File: src/rtl/iosp_pkg.sv
package iosp_pkg;

    localparam int unsigned IO_SPAN      = 64;
    localparam logic [7:0]  DATA_IO_BASE = 8'h20;
    localparam logic [7:0]  EXT_BASE     = 8'h60;
    localparam logic [7:0]  BIT_WINDOW   = 8'h20;
    localparam logic [7:0]  PORT_LIMIT   = 8'h40;

    typedef enum logic [2:0] {
        OP_PORT_RD  = 3'd0,
        OP_PORT_WR  = 3'd1,
        OP_DATA_RD  = 3'd2,
        OP_DATA_WR  = 3'd3,
        OP_BIT_SET  = 3'd4,
        OP_BIT_CLR  = 3'd5,
        OP_BIT_TEST = 3'd6,
        OP_UNDEF    = 3'd7
    } acc_op_e;

    typedef enum logic [2:0] {
        TGT_NONE = 3'd0,
        TGT_GPR  = 3'd1,
        TGT_IO   = 3'd2,
        TGT_EXT  = 3'd3,
        TGT_RAM  = 3'd4
    } tgt_e;

    typedef struct packed {
        tgt_e       tgt;
        logic [7:0] idx;
        logic       rd;
        logic       wr;
        logic       bitop;
        logic       reject;
    } dec_t;

endpackage

File: src/rtl/iosp_decode.sv
module iosp_decode
    import iosp_pkg::*;
(
    input  logic       acc_valid,
    input  logic [2:0] acc_op,
    input  logic [7:0] acc_addr,
    input  logic       compat_mode,
    output dec_t       dec
);

    acc_op_e op;

    always_comb begin
        op         = acc_op_e'(acc_op);
        dec        = '0;
        dec.tgt    = TGT_NONE;
        if (acc_valid) begin
            unique case (op)
                OP_PORT_RD, OP_PORT_WR: begin
                    if (acc_addr >= PORT_LIMIT) begin
                        dec.reject = 1'b1;
                    end else begin
                        dec.tgt = TGT_IO;
                        dec.idx = acc_addr;
                        dec.rd  = (op == OP_PORT_RD);
                        dec.wr  = (op == OP_PORT_WR);
                    end
                end
                OP_DATA_RD, OP_DATA_WR: begin
                    if (acc_addr < DATA_IO_BASE) begin
                        dec.tgt = TGT_GPR;
                    end else if (acc_addr < EXT_BASE) begin
                        dec.tgt = TGT_IO;
                        dec.idx = acc_addr - DATA_IO_BASE;
                        dec.rd  = (op == OP_DATA_RD);
                        dec.wr  = (op == OP_DATA_WR);
                    end else begin
                        dec.tgt = compat_mode ? TGT_RAM : TGT_EXT;
                        dec.idx = acc_addr - EXT_BASE;
                        dec.rd  = (op == OP_DATA_RD);
                        dec.wr  = (op == OP_DATA_WR);
                    end
                end
                OP_BIT_SET, OP_BIT_CLR, OP_BIT_TEST: begin
                    if (acc_addr >= BIT_WINDOW) begin
                        dec.reject = 1'b1;
                    end else begin
                        dec.tgt   = TGT_IO;
                        dec.idx   = acc_addr;
                        dec.bitop = 1'b1;
                        dec.rd    = (op == OP_BIT_TEST);
                        dec.wr    = (op != OP_BIT_TEST);
                    end
                end
                default: begin
                    dec.reject = 1'b1;
                end
            endcase
        end
    end

endmodule

File: src/rtl/iosp_io_bank.sv
module iosp_io_bank #(
    parameter int unsigned IO_IMPL   = 48,
    parameter int unsigned FLAG_REGS = 2,
    parameter int unsigned FLAG_BITS = 6,
    parameter int unsigned IDX_W     = 6
) (
    input  logic                   clk,
    input  logic                   rst,
    input  logic                   we,
    input  logic [IDX_W-1:0]       widx,
    input  logic [7:0]             wdata,
    input  logic [IDX_W-1:0]       ridx,
    output logic [7:0]             rdata,
    input  logic [FLAG_REGS*8-1:0] hw_set,
    output logic [FLAG_REGS*8-1:0] flag_q
);

    localparam int unsigned      AW    = (IO_IMPL > 1) ? $clog2(IO_IMPL) : 1;
    localparam logic [IDX_W:0]   LIMIT = (IDX_W+1)'(IO_IMPL);
    localparam logic [7:0]       FMASK = (FLAG_BITS >= 8) ? 8'hFF
                                       : ((8'd1 << FLAG_BITS) - 8'd1);

    logic [7:0] regs [IO_IMPL];

    for (genvar g = 0; g < IO_IMPL; g++) begin : g_reg
        logic hit;
        assign hit = we && (widx == IDX_W'(g));
        if (g < FLAG_REGS) begin : g_flag
            logic [7:0] clr;
            assign clr = hit ? wdata : 8'h00;
            always_ff @(posedge clk) begin
                if (rst) begin
                    regs[g] <= 8'h00;
                end else begin
                    regs[g] <= ((regs[g] & ~clr) | hw_set[g*8 +: 8]) & FMASK;
                end
            end
            assign flag_q[g*8 +: 8] = regs[g];
        end else begin : g_plain
            always_ff @(posedge clk) begin
                if (rst) begin
                    regs[g] <= 8'h00;
                end else if (hit) begin
                    regs[g] <= wdata;
                end
            end
        end
    end

    always_comb begin
        if ({1'b0, ridx} < LIMIT) begin
            rdata = regs[ridx[AW-1:0]];
        end else begin
            rdata = 8'h00;
        end
    end

endmodule

File: src/rtl/iosp_byte_bank.sv
module iosp_byte_bank #(
    parameter int unsigned DEPTH = 16,
    parameter int unsigned IDX_W = 8
) (
    input  logic             clk,
    input  logic             rst,
    input  logic             we,
    input  logic [IDX_W-1:0] widx,
    input  logic [7:0]       wdata,
    input  logic [IDX_W-1:0] ridx,
    output logic [7:0]       rdata
);

    localparam int unsigned    AW    = (DEPTH > 1) ? $clog2(DEPTH) : 1;
    localparam logic [IDX_W:0] LIMIT = (IDX_W+1)'(DEPTH);

    logic [7:0] mem [DEPTH];

    always_ff @(posedge clk) begin
        if (rst) begin
            for (int i = 0; i < DEPTH; i++) begin
                mem[i] <= 8'h00;
            end
        end else if (we && ({1'b0, widx} < LIMIT)) begin
            mem[widx[AW-1:0]] <= wdata;
        end
    end

    always_comb begin
        if ({1'b0, ridx} < LIMIT) begin
            rdata = mem[ridx[AW-1:0]];
        end else begin
            rdata = 8'h00;
        end
    end

endmodule

File: src/rtl/iosp_regspace.sv
module iosp_regspace
    import iosp_pkg::*;
#(
    parameter int unsigned IO_IMPL   = 48,
    parameter int unsigned FLAG_REGS = 2,
    parameter int unsigned FLAG_BITS = 6,
    parameter int unsigned EXT_IMPL  = 16
) (
    input  logic                   clk,
    input  logic                   rst,
    input  logic                   acc_valid,
    input  logic [2:0]             acc_op,
    input  logic [7:0]             acc_addr,
    input  logic [2:0]             acc_bit,
    input  logic [7:0]             acc_wdata,
    input  logic                   compat_mode,
    input  logic [FLAG_REGS*8-1:0] hw_flag_set,
    output logic [7:0]             rd_data,
    output logic                   bit_val,
    output logic                   acc_reject,
    output logic                   gpr_hit
);

    localparam int unsigned RAM_DEPTH = 256 - int'(EXT_BASE);
    localparam int unsigned IO_IDX_W  = $clog2(IO_SPAN);

    dec_t                   dec;
    logic [7:0]             io_rd;
    logic [7:0]             ext_rd;
    logic [7:0]             ram_rd;
    logic [7:0]             sel_rd;
    logic [7:0]             bit_mask;
    logic [7:0]             wr_value;
    logic                   io_we;
    logic                   ext_we;
    logic                   ram_we;
    logic [FLAG_REGS*8-1:0] flag_vec;

    iosp_decode u_dec (
        .acc_valid   (acc_valid),
        .acc_op      (acc_op),
        .acc_addr    (acc_addr),
        .compat_mode (compat_mode),
        .dec         (dec)
    );

    always_comb begin
        unique case (dec.tgt)
            TGT_IO:  sel_rd = io_rd;
            TGT_EXT: sel_rd = ext_rd;
            TGT_RAM: sel_rd = ram_rd;
            default: sel_rd = 8'h00;
        endcase
    end

    assign bit_mask = 8'h01 << acc_bit;

    always_comb begin
        if (!dec.bitop) begin
            wr_value = acc_wdata;
        end else if (acc_op_e'(acc_op) == OP_BIT_SET) begin
            wr_value = sel_rd | bit_mask;
        end else begin
            wr_value = sel_rd & ~bit_mask;
        end
    end

    assign io_we  = dec.wr && (dec.tgt == TGT_IO);
    assign ext_we = dec.wr && (dec.tgt == TGT_EXT);
    assign ram_we = dec.wr && (dec.tgt == TGT_RAM);

    iosp_io_bank #(
        .IO_IMPL   (IO_IMPL),
        .FLAG_REGS (FLAG_REGS),
        .FLAG_BITS (FLAG_BITS),
        .IDX_W     (IO_IDX_W)
    ) u_io (
        .clk    (clk),
        .rst    (rst),
        .we     (io_we),
        .widx   (dec.idx[IO_IDX_W-1:0]),
        .wdata  (wr_value),
        .ridx   (dec.idx[IO_IDX_W-1:0]),
        .rdata  (io_rd),
        .hw_set (hw_flag_set),
        .flag_q (flag_vec)
    );

    iosp_byte_bank #(
        .DEPTH (EXT_IMPL),
        .IDX_W (8)
    ) u_ext (
        .clk   (clk),
        .rst   (rst),
        .we    (ext_we),
        .widx  (dec.idx),
        .wdata (wr_value),
        .ridx  (dec.idx),
        .rdata (ext_rd)
    );

    iosp_byte_bank #(
        .DEPTH (RAM_DEPTH),
        .IDX_W (8)
    ) u_ram (
        .clk   (clk),
        .rst   (rst),
        .we    (ram_we),
        .widx  (dec.idx),
        .wdata (wr_value),
        .ridx  (dec.idx),
        .rdata (ram_rd)
    );

    assign rd_data    = dec.rd ? sel_rd : 8'h00;
    assign bit_val    = dec.rd && dec.bitop && sel_rd[acc_bit];
    assign acc_reject = dec.reject;
    assign gpr_hit    = (dec.tgt == TGT_GPR);

endmodule

File: config.mk
export PLATFORM = sky130hd
export DESIGN_NAME = iosp_regspace
export DESIGN_NICKNAME = d
export VERILOG_FILES = /design/src/rtl/iosp_pkg.sv /design/src/rtl/iosp_decode.sv /design/src/rtl/iosp_io_bank.sv /design/src/rtl/iosp_byte_bank.sv /design/src/rtl/iosp_regspace.sv
export SDC_FILE = /design/constraint.sdc
export NUM_CORES = 2
export LEC_CHECK = 0
export BUFFER_PORTS_ARGS = -buffer_cell sky130_fd_sc_hd__buf_2
export CAP_MARGIN = 30
export CORE_UTILIZATION = 37
export CTS_BUF_LIST = sky130_fd_sc_hd__clkbuf_4 sky130_fd_sc_hd__clkbuf_8
export DETAILED_ROUTE_END_ITERATION = 8
export PLACE_DENSITY = 0.57
export SLEW_MARGIN = 40
export SYNTH_ARGS = -nofsm -noshare
export SYNTH_HDL_FRONTEND = slang
export SYNTH_SLANG_ARGS = --single-unit
File: constraint.sdc
create_clock -name clk -period 5.5 [get_ports clk]
set_clock_uncertainty 0.2 [all_clocks]
set_input_delay 1.1 -clock clk [delete_from_list [all_inputs] [get_ports clk]]
set_output_delay 1.1 -clock clk [all_outputs]
set_load 0.1 [all_outputs]
==> summary.md <==
| Metric | Value |
|---|---|
| Vias in the first global route | 64.3k |
| Failing checks | setup timing |
| Iter 0 DRT Violations | 11.0k |
| Worst-skew pair later-pin latency | 1.14 ns |
| # DRC | 0 |
| PwrDens | 308 nW/um2 |
| Synth Area in Compound Gates | 9.30% |
| Top_reg_cell synth | edfxtp_1 |
| CTS H-tree depth | 5 |
| Cells after Synth | 6999 |
| Area occupied by multi-input gates | 28200 um2 |
| Maxcap violations | 0 |
| Async S/R FF share, synth | 0% |
| Port Buffer Count | 48 |
| CP arrival | 5.41 ns |
| Die Ht | 481 um |
| Setup TNS | -6.35 ns |
| Largest net degree at the start of global routing | 121 |
| Hold Violations, Final | 0 |
| Syn. warnings | 0 |
| Fill cell count | 20.9k |
| Tot Pwr | 32.7 mW |
| DIE WIDTH | 481 um |
| First-pass detailed-route iteration total | 6 |
| Final nets | 8115 |
| TritonCTS clock tree | done |
| Status | complete, but fails checks |
| Maximum clock rate | 149 MHz |
| Initial Util | 37.3% |
| Ratio of cells with drive above 1 in the final layout | 26.7% |
| CP Max Fanout | 15 |
| Total CTS buffers | 329 |
| Clock sinks | 1852 |
| Area grow syn2layout | 25.0% |
| Routed wire length | 367000 um |
| Slew Limit Fails | 0 |
| Area of the mapped netlist | 84900 um2 |
| Detail Placement HPWL | 256000 um |
| Post-synth EDFFs | 1840 |
| Worst Path Required | 4.20 ns |
| Placed cell count | 10.6k |
| Leakage | 38.7 nW |
| Floorplan row count | 175 |
| Xor and xnor area share after synthesis | 0.0103% |
| Register area share after synthesis | 65.4% |
| Tcrit/Tclk final | 122% |
| Startpoint types | input pin |
| Yosys reg bits | 1852 |
| Ports | 53 |
| Largest family of logic cells by synthesized area | simple AND/OR/NAND/NOR gates |
| Slew headroom | 41.3% |
| Vias | 68.3k |
| Antenna-violating nets left | 0 |
| CP Capture Type | output pin |
| Vias per Instance | 6.03 |
| Core ar. | 228000 um2 |
| Die Area | 231000 um2 |
| Cell variety after synth | 95 |
| Post-synthesis mux area share | 7.87% |
| Setup CP Type | in2out |
| Finished Layout Cells | 11.3k |
| GRT Residual Overflow | 0 |
| Avg WL per Cell | 32.4 um |
| Peak supply drop | 0.286 mV |
| FF/Latch Area | 55500 um2 |
| Clock-pin slew on the worst setup and hold paths | 0.05 ns |
| Post-Synth Simple-Gate Area | 14.0% |
| Initial antenna violation count | 27 |
| GRT Total Usage | 30.9% |
| Syn_area_per_cell | 12.1 um2 |
| CTS root buf | clkbuf_8 |
| WHS | 0.0502 ns |
| Worst Hold Class | in2reg |
| First-pass GRT wire length | 502000 um |
| Worst-Margin Slew | 0.880 ns |
| CTS Buffer Depth | 4 |
| Final setup viols | 9 |
| Adder-cell share of the synthesized area | 0.0560% |
| Crit path time final | 6.71 ns |
| Final worst setup slack | -1.21 ns |
| Routability cong. | 1.01 |
| RSZ-0062 raised after global routing | true |
sequential cells by signal (all words and copies together) (netlist names):
name / cells
u_ext.mem: 128
u_io.regs: 380
u_ram.mem: 1344
layout make-up:
type / count / share of cell area (%)
Antenna cell: 19 / 0.0448
Inverter: 36 / 0.139
Clock inverter: 132 / 0.722
Multi-Input combinational cell: 4599 / 26.6
Tap cell: 3009 / 3.55
Timing Repair Buffer: 1252 / 11.6
Clock buffer: 429 / 5.02
Sequential cell: 1852 / 52.3
final timing paths:
check | slack (ns) | end | cells after the start | from
hold reg to reg | 0.30 | u_io.regs[1][1] | 2 | u_io.regs[1][1]
hold / removal | 0.05 | u_io.regs[1][2] | 3 | hw_flag_set[10]
setup reg to reg | 1.01 | u_ram.mem[91][4] | 17 | u_ram.mem[41][4]
setup / recovery | -1.21 | bit_val | 19 | acc_op[2]
where the power goes:
| part | switching [mW] | leakage [nW] | internal (mW) | total [mW] |
|---|---|---|---|---|
| clock | 5.88 | 3.21 | 6.61 | 12.5 |
| combinational | 2.42 | 17.9 | 1.31 | 3.73 |
| sequential | 0.251 | 17.6 | 16.2 | 16.5 |
| total | 8.55 | 38.7 | 24.1 | 32.7 |
metrics by stage:
| step | utilization (%) | worst slack, ns | area (um2) |
|---|---|---|---|
| 4_1_cts | 46.0 | -1.07 | 105000 |
| 3_5_place_dp | 42.8 | -1.82 | 97400 |
| 2_1_floorplan | - | -0.614 | 85400 |
| 3_3_place_gp | 42.7 | -2.08 | 97300 |
| 5_1_grt | 46.6 | -1.05 | 106000 |
| 6_report | 46.6 | -1.21 | 106000 |
synth_stat cells, drive strengths merged (20+ instances only):
cell type,number,area share [%]
mux2i,224,2.6
mux4,132,3.5
a211oi,73,0.65
nor2,2029,9.0
nand4,20,0.15
o211ai,37,0.33
a2111oi,23,0.27
nor2b,37,0.27
mux2,130,1.7
inv,35,0.15
nand2,409,1.8
o22ai,77,0.57
a22oi,54,0.48
a21oi,231,1.4
nand2b,207,1.5
o31ai,25,0.22
nand3,51,0.30
o221ai,69,0.71
o2111ai,20,0.21
buf,350,2.2
a221oi,52,0.54
edfxtp,1840,65
clkbuf,226,1.0
nor3,58,0.35
o21ai,227,1.3
o21bai,46,0.41
a31oi,49,0.36
placed cells by master, fill, tap and decap left out, types with 47 or more instances in the layout:
cell	synthesis	final
nand2_1	409	403
a22oi_1	53	47
clkbuf_4	0	93
nor2_1	2029	2002
nor3_1	57	47
a21oi_1	227	212
mux4_2	132	132
mux2i_1	224	223
buf_12	0	190
mux2_2	130	130
a211oi_1	72	57
clkinv_1	1	89
clkbuf_8	0	337
o21ai_0	217	196
edfxtp_1	1840	1840
buf_4	29	942
nand3_1	51	50
buf_6	7	58
o22ai_1	77	75
o221ai_1	69	57
conb_1	1	64
nand2b_1	207	204
per-layer routing:
layer	up-vias	wire (um)	GRT usage (%)
met5	-	80	0
met4	12	24700	18.0
met3	1122	45000	7.83
met2	4959	160000	45.9
met1	34400	137000	40.9
li1	27800	-	-
worst max-delay path, stage by stage:
cell and delay, ns:
buf_2 0.14, buf_4 0.17, and3_1 0.33, nor2_4 0.19
buf_6 0.26, a31oi_1 0.14, buf_4 0.16, nand3b_1 0.29
nor2_4 0.19, buf_6 0.12, nand4_1 0.49, o211ai_1 0.47
buf_4 0.28, a41oi_4 0.08, nand2_2 0.15, o32ai_4 0.10
nor4_4 0.33, buf_4 0.21, buf_12 0.17
cell families (layout without fill, tap and decap cells):
logic type | after synthesis | count (layout)
and+or+nand+nor | 2890 | 2890
DFF | 1852 | 1852
AOI/OAI and AO/OA | 1153 | 1154
buffers and inverters | 612 | 1849
muxes | 486 | 486
adders and majority gates | 4 | 4
other | 1 | 83
xor gates and xnor gates | 1 | 1
timing repair:
item,in CTS,in global routing
pin swaps,51,79
endpoints found under the setup margin,64,12
gates resized for setup,162,164
hold buffers,4,0
cloned,2,8
hold endpoints to repair,4,0
setup buffers,52,47
No activity file was read; power rests on OpenSTA's default activity.
